--- src/rtl/seg_dac_pkg.sv ---
package seg_dac_pkg;
  localparam int unsigned DEF_MSB_W = 5;
  localparam int unsigned DEF_MID_W = 4;
  localparam int unsigned DEF_LSB_W = 5;

  function automatic int unsigned therm_lines(int unsigned w);
    return (1 << w) - 1;
  endfunction
endpackage

--- src/rtl/therm_dec.sv ---
module therm_dec #(
  parameter int unsigned VAL_W = 4,
  localparam int unsigned N = (1 << VAL_W) - 1
) (
  input  logic [VAL_W-1:0] val_i,
  output logic [N-1:0]     therm_o
);
  // line i is on for every value above i: fills from bit 0 upward
  for (genvar i = 0; i < N; i++) begin : g_line
    assign therm_o[i] = (val_i > VAL_W'(i));
  end
endmodule

--- src/rtl/sw_latch.sv ---
module sw_latch #(
  parameter int unsigned W = 8
) (
  input  logic         clk_i,
  input  logic         rst_ni,
  input  logic [W-1:0] d_i,
  output logic [W-1:0] q_o,
  output logic [W-1:0] qn_o
);
  // true and complement held in separate flops on the same edge
  always_ff @(posedge clk_i or negedge rst_ni) begin
    if (!rst_ni) begin
      q_o  <= '0;
      qn_o <= '1;
    end else begin
      q_o  <= d_i;
      qn_o <= ~d_i;
    end
  end
endmodule

--- src/rtl/seg_dac_decoder.sv ---
module seg_dac_decoder
  import seg_dac_pkg::*;
#(
  parameter int unsigned MSB_W = DEF_MSB_W,
  parameter int unsigned MID_W = DEF_MID_W,
  parameter int unsigned LSB_W = DEF_LSB_W,
  localparam int unsigned CODE_W = MSB_W + MID_W + LSB_W,
  localparam int unsigned MSB_N  = (1 << MSB_W) - 1,
  localparam int unsigned MID_N  = (1 << MID_W) - 1,
  localparam int unsigned SW_W   = MSB_N + MID_N + LSB_W
) (
  input  logic              clk_i,
  input  logic              rst_ni,
  input  logic [CODE_W-1:0] code_i,
  output logic [MSB_N-1:0]  msb_en_o,
  output logic [MID_N-1:0]  mid_en_o,
  output logic [LSB_W-1:0]  lsb_en_o,
  output logic [MSB_N-1:0]  msb_enb_o,
  output logic [MID_N-1:0]  mid_enb_o,
  output logic [LSB_W-1:0]  lsb_enb_o
);
  localparam int unsigned MID_WT = 1 << LSB_W;
  localparam int unsigned MSB_WT = 1 << (LSB_W + MID_W);

  logic [CODE_W-1:0] code_q;
  logic [MSB_N-1:0]  msb_t;
  logic [MID_N-1:0]  mid_t;
  logic [SW_W-1:0]   sw_d, sw_q, sw_qn;

  always_ff @(posedge clk_i or negedge rst_ni) begin
    if (!rst_ni) code_q <= '0;
    else         code_q <= code_i;
  end

  therm_dec #(.VAL_W(MSB_W)) u_msb_dec (
    .val_i   (code_q[CODE_W-1 -: MSB_W]),
    .therm_o (msb_t)
  );

  therm_dec #(.VAL_W(MID_W)) u_mid_dec (
    .val_i   (code_q[LSB_W +: MID_W]),
    .therm_o (mid_t)
  );

  assign sw_d = {msb_t, mid_t, code_q[LSB_W-1:0]};

  sw_latch #(.W(SW_W)) u_sw_latch (
    .clk_i  (clk_i),
    .rst_ni (rst_ni),
    .d_i    (sw_d),
    .q_o    (sw_q),
    .qn_o   (sw_qn)
  );

  assign lsb_en_o  = sw_q[LSB_W-1:0];
  assign mid_en_o  = sw_q[LSB_W +: MID_N];
  assign msb_en_o  = sw_q[SW_W-1 -: MSB_N];
  assign lsb_enb_o = sw_qn[LSB_W-1:0];
  assign mid_enb_o = sw_qn[LSB_W +: MID_N];
  assign msb_enb_o = sw_qn[SW_W-1 -: MSB_N];

  p_weight_sum_r5: assert property (@(posedge clk_i) disable iff (!rst_ni)
    ($countones(msb_en_o) * MSB_WT + $countones(mid_en_o) * MID_WT
     + int'(lsb_en_o)) == int'($past(code_q)));

  p_msb_fill_r2: assert property (@(posedge clk_i) disable iff (!rst_ni)
    ((msb_en_o + 1'b1) & msb_en_o) == '0);

  p_mid_fill_r3: assert property (@(posedge clk_i) disable iff (!rst_ni)
    ((mid_en_o + 1'b1) & mid_en_o) == '0);

  p_lsb_direct_r4: assert property (@(posedge clk_i) disable iff (!rst_ni)
    lsb_en_o == $past(code_q[LSB_W-1:0]));

  p_complement_r6: assert property (@(posedge clk_i) disable iff (!rst_ni)
    (&(msb_en_o ^ msb_enb_o)) && (&(mid_en_o ^ mid_enb_o))
    && (&(lsb_en_o ^ lsb_enb_o)));

  p_hold_r1: assert property (@(posedge clk_i) disable iff (!rst_ni)
    $stable(code_q) |=> $stable(sw_q));
endmodule

--- config.mk ---
export PLATFORM = sky130hd
export DESIGN_NAME = seg_dac_decoder
export DESIGN_NICKNAME = d
export VERILOG_FILES = /design/src/rtl/seg_dac_pkg.sv /design/src/rtl/therm_dec.sv /design/src/rtl/sw_latch.sv /design/src/rtl/seg_dac_decoder.sv
export SDC_FILE = /design/constraint.sdc
export NUM_CORES = 1
export LEC_CHECK = 0
export BUFFER_PORTS_ARGS = -buffer_cell sky130_fd_sc_hd__clkbuf_2
export CORE_ASPECT_RATIO = 1.75
export CORE_UTILIZATION = 49
export DETAILED_ROUTE_END_ITERATION = 6
export PLACE_DENSITY = 0.77
export SETUP_SLACK_MARGIN = 0.4
export SLEW_MARGIN = 20
export SYNTH_ARGS = -nofsm -noshare
export SYNTH_HDL_FRONTEND = slang
export SYNTH_SLANG_ARGS = --single-unit
--- constraint.sdc ---
create_clock -name clk_i -period 2 [get_ports clk_i]
set_clock_uncertainty 0.1 [all_clocks]
set_input_delay 0.2 -clock clk_i [delete_from_list [all_inputs] [get_ports clk_i]]
set_output_delay 0.2 -clock clk_i [all_outputs]
set_load 0.01 [all_outputs]
; Word-level counts from Yosys, hierarchy flattened
; Cells that the tools add are included.
[word_totals]
wordCells = 50
out_inout_bits = 102
reg_bits = 116
[op_classes]
magnitude_cmp = 46
n_bitwise = 1
[op_table]
columns = operator, count
row1 = $gt A5 B5 Y1 const B, 15
row2 = $not A51 Y51, 1
row3 = $gt A5 B4 Y1 const B, 8
row4 = $gt A4 B4 Y1 const B, 7
row5 = $gt A5 B3 Y1 const B, 4
row6 = $gt A4 B3 Y1 const B, 4
row7 = $gt A5 B1 Y1 const B, 2
row8 = $gt A5 B2 Y1 const B, 2
row9 = $gt A4 B1 Y1 const B, 2
row10 = $gt A4 B2 Y1 const B, 2

; Depth between registers and ports, before layout
[depth]
word_depth = 2
ltp_mapped = 5

; By module
; A second synthesis with hierarchy kept.
[unflattened]
cells_unflattened = 248
hier_area_um2 = 3603.5
[modules_own_cells]
columns = mod, area_per_inst_um2, n_inst, cells_each, seq_area_each_um2
row1 = sw_latch, 2807.7, 1, 153, 2616.3
row2 = seg_dac_decoder, 350.3, 1, 14, 350.3
row3 = therm_dec (u_msb_dec), 305.3, 1, 57, 0.0
row4 = therm_dec (u_mid_dec), 140.1, 1, 24, 0.0

; Least setup slack after synthesis
; No wires, ideal clock.
[synth_timing]
kind = reg2reg
start = register code_q[10]
end = register u_sw_latch.q_o[20]
t_arrival_ns = 1.152
path_slack_ns = 0.616
stages_incl_launch_ff = 5
path_buffers = 2
path_cell_list = dfrtp_1 > buf_6 > or2_1 > buf_6 > or3_1
[synth_between]
elab_chain_len = 1
[synth_lines]
columns = item, line_no
row1 = from (decl), seg_dac_decoder.sv:25  ; logic [CODE_W-1:0] code_q;
row2 = from (signal assigned), seg_dac_decoder.sv:32  ; else code_q <= code_i;
row3 = $gt A5 B1 Y1, therm_dec.sv:10  ; assign therm_o[i] = (val_i > VAL_W'(i));
row4 = net msb_t[0], seg_dac_decoder.sv:26  ; logic [MSB_N-1:0] msb_t;
row5 = to (signal assigned), sw_latch.sv:16  ; q_o <= d_i;
row6 = to (decl), sw_latch.sv:7  ; output logic [W-1:0] q_o,
; The timed path passes the listed nets, and every way through them passes these cells.

; Worst setup path after layout
[layout_timing]
start = register code_q[13]
end = register u_sw_latch.q_o[49]
[layout_between]
elab_chain_len = 1
[layout_lines]
columns = item, line_no
row1 = $gt A5 B5 Y1, therm_dec.sv:10
row2 = net msb_t[29], seg_dac_decoder.sv:26
; The timed path passes the listed nets, and every way through them passes these cells.

==> results.py <==
metrics = {
    "outcome": {
        "status": "finished, final reports clean",
    },
    "drt": {
        "dr.first_iter.drc_count": 92,
        "firstDrtPassIters": 4,
        "drtAntennaViolNets": 0,
        "drcViolationCount": 0,
        "wl_per_cell_microns": 15.17,
        "wl_mm": 7.389,
        "via_per_inst": 4.778,
        "num_vias": 2327,
    },
    "synth": {
        "syn_inst": 253,
        "yosysSeqAreaShare_pct": 81.28,
        "ys.warnings.count": 0,
        "synthAdderAreaFrac_pct": 0,
        "synth_area_leader_cell": "dfrtp_1",
        "synth_area_per_cell_sq_um": 14.43,
        "syn_nets": 269,
        "netlist_area_sq_um": 3650,
        "ys_ff_latch": 116,
        "synth.area.mux_share_pct": 0,
        "synth_edf_count": 0,
        "synth_compound_area_share_pct": 6.788,
        "post_synth_and_or_nand_nor_area_fraction_pct": 6.959,
        "synth_top_area_share_pct": 44.57,
        "synth_xor_area_share_pct": 0,
        "ys_types": 25,
        "synthTopCellsByArea": "dfrtp_1 (45%), dfstp_2 (37%), inv_1 (2.0%), nor2_1 (1.7%), a21o_1 (1.6%)",
        "synth_top_family_by_area": "simple AND/OR/NAND/NOR gates",
        "async_reset_ff_share_pct": 100.0,
        "synth_flop_cell": "dfrtp_1",
    },
    "power_and_ir_drop": {
        "total_power_uw": 5565,
        "switchingPower_uw": 1207,
        "p_leak_uw": 0.002449,
        "clkPwrFrac_pct": 47.0,
        "p_int_uw": 4357,
        "pwr-share-comb_pct": 6.6,
        "p_per_area_nw_per_um2": 1120,
        "vdd_ir_drop_max_uv": 712.7,
        "p_seq_share_pct": 46.4,
        "switching_share_pct": 21.70,
    },
    "sta": {
        "tightest_slew_ps": 555.8,
        "slew_viol_final": 0,
        "post-route-min-period_ps": 1498,
        "period_share_pct": 74.92,
        "rsz0062_at_grt": "no",
        "setup-violations-final": 0,
        "final.setup.worst_slack_ps": 501.6,
        "final.setup.tns_ps": 0,
        "whs_ps": 187.5,
        "hold_violations": 0,
        "timing.fmax_mhz": 667.4,
        "slew_headroom_pct": 62.95,
    },
    "hold_path": {
        "hp-class": "in2async",
    },
    "setup_path": {
        "required_ps": 2230,
        "rr_worst_depth": 3,
        "critical_path_arrival_ps": 1730,
        "worst-path-max-fanout": 14,
        "endpoint_kind": "flip-flop",
        "critical_path_class": "reg2reg",
        "startpoint_type": "flip-flop",
    },
    "layout": {
        "area_growth_pct": 36.17,
        "drive_gt1_share_pct": 51.12,
        "final_nets": 404,
        "diodes": 0,
        "fillers": 493,
        "postLayoutCoreUtil_pct": 68.71,
    },
    "clocking": {
        "htree_levels": 4,
        "cts.sinks": 116,
        "post-cts-setup-buffers": 0,
        "clk_pin_slew_worst_paths_ps": 50,
        "cts_tree": "yes",
        "clk_latency_ps": 410,
        "cts_buffers": 17,
        "clock-root-buffer": "clkbuf_16",
        "clockBufferDepth": 2,
    },
    "floorplan": {
        "start_util_pct": 50.46,
        "die_area_sq_um": 7811,
        "die_w_microns": 67.24,
        "core-area_sq_um": 7233,
        "die_h_microns": 116.2,
        "rows": 41,
        "num_io_pins": 118,
    },
    "place": {
        "port_buffers": 117,
        "dpl_worst_slack_ps": 537.2,
        "dp_hpwl_mm": 4.896,
        "place.gp.congestion": 0.8008,
    },
    "grt": {
        "grt_use_total_pct": 21.06,
        "grt-ovfl-total": 0,
        "grt_pass1_vias": 2292,
        "grt_max_degree": 56,
        "antenna_found_initial": 0,
        "grt_pass1_wl_mm": 10.98,
    },
    "flow_run": {
        "maxCapViolations": 0,
    },
}
-- registers in the layout, summed over array words and instances, names as in the netlist --
signal,flops
u_sw_latch.q_o,51
u_sw_latch.qn_o,51
code_q,14
-- power by group through the flow --
stage	sequential [uW]	clock, uW	combinational, uW
final	2580	2620	369
after global routing	2590	2790	410
after CTS	2580	2660	374
after detailed placement	2610	0	347
after global placement	2610	0	337
after floorplan	2640	0	118
-- area by class of cell --
| cell class | count | area, sq um | area share (%) |
|---|---|---|---|
| Tap cell | 86 | 107.6 | 2.165 |
| Inverter | 20 | 75.07 | 1.511 |
| Clock inverter | 5 | 25.02 | 0.5035 |
| Multi-Input combinational cell | 96 | 504.2 | 10.15 |
| Clock buffer | 27 | 503.0 | 10.12 |
| Timing Repair Buffer | 137 | 788.3 | 15.86 |
| Sequential cell | 116 | 2967 | 59.69 |
-- layout by cell type, fill, tap and decap left out, drive strengths merged, types with 2 or more instances in the layout --
master,Yosys,final
dlygate4sd3,0,15
dfrtp,65,65
clkbuf,9,143
nand3,4,4
or2,4,4
nand2,16,16
and2,4,4
a31oi,5,5
inv,19,19
dfstp,51,51
o21a,5,5
a21o,9,9
nor2,17,17
buf,12,6
clkinv,1,6
a21oi,11,11
o21ai,11,11
and3,2,2
or3,3,3
nor3,4,4
-- Yosys cell counts, types with 2 or more instances --
| master | number |
|---|---|
| or3_1 | 3 |
| and3_1 | 2 |
| inv_1 | 19 |
| a21o_1 | 8 |
| nand3_1 | 4 |
| and2_2 | 2 |
| buf_6 | 2 |
| dfrtp_1 | 65 |
| buf_2 | 10 |
| clkbuf_1 | 9 |
| nor3_1 | 4 |
| or2_1 | 2 |
| o21ai_0 | 11 |
| dfstp_2 | 51 |
| nand2_1 | 16 |
| a31oi_1 | 5 |
| o21a_1 | 5 |
| a21oi_1 | 11 |
| or2_2 | 2 |
| nor2_1 | 17 |
-- per-layer routing --
layer	up-vias	part of all wire [%]	global-route usage [%]
met4	0	2.4	13.19
li1	1066	-	-
met2	111	57	35.13
met1	1133	34	20.14
met5	-	0	0
met3	17	6.6	10.16
-- worst max-delay path, stage by stage (launching register included) --
cell	delay, ps
dfrtp_1	580
and2_1	420
inv_1	180
nor2_1	150
-- logic make-up after synthesis --
family | after synthesis
and+or+nand+nor | 55
buffers and inverters | 41
AOI/OAI and AO/OA | 41
DFF | 116
-- stage by stage --
step	area (sq um)	instances
6_report	4970	487
5_1_grt	4970	487
4_1_cts	4967	487
3_5_place_dp	4289	440
3_3_place_gp	4289	440
2_1_floorplan	3650	253
-- path summary, 6_finish.rpt --
path	startpoint	endpoint	slack, ps
max	code_q[13]	u_sw_latch.q_o[49]	500
max in group asynchronous	rst_ni	u_sw_latch.qn_o[2]	860
min in group clk_i	code_q[4]	u_sw_latch.q_o[4]	280
max reg2reg	code_q[13]	u_sw_latch.q_o[49]	500
min	rst_ni	u_sw_latch.q_o[19]	190
min reg2reg	code_q[4]	u_sw_latch.q_o[4]	280
-- what timing repair did --
item	4_1_cts	5_1_grt
endpoints found under the hold margin	46	0
hold buffers	15	0
resized for setup	0	1
setup endpoints to repair	0	6
Note: power is estimated with default switching activity, not from simulation.
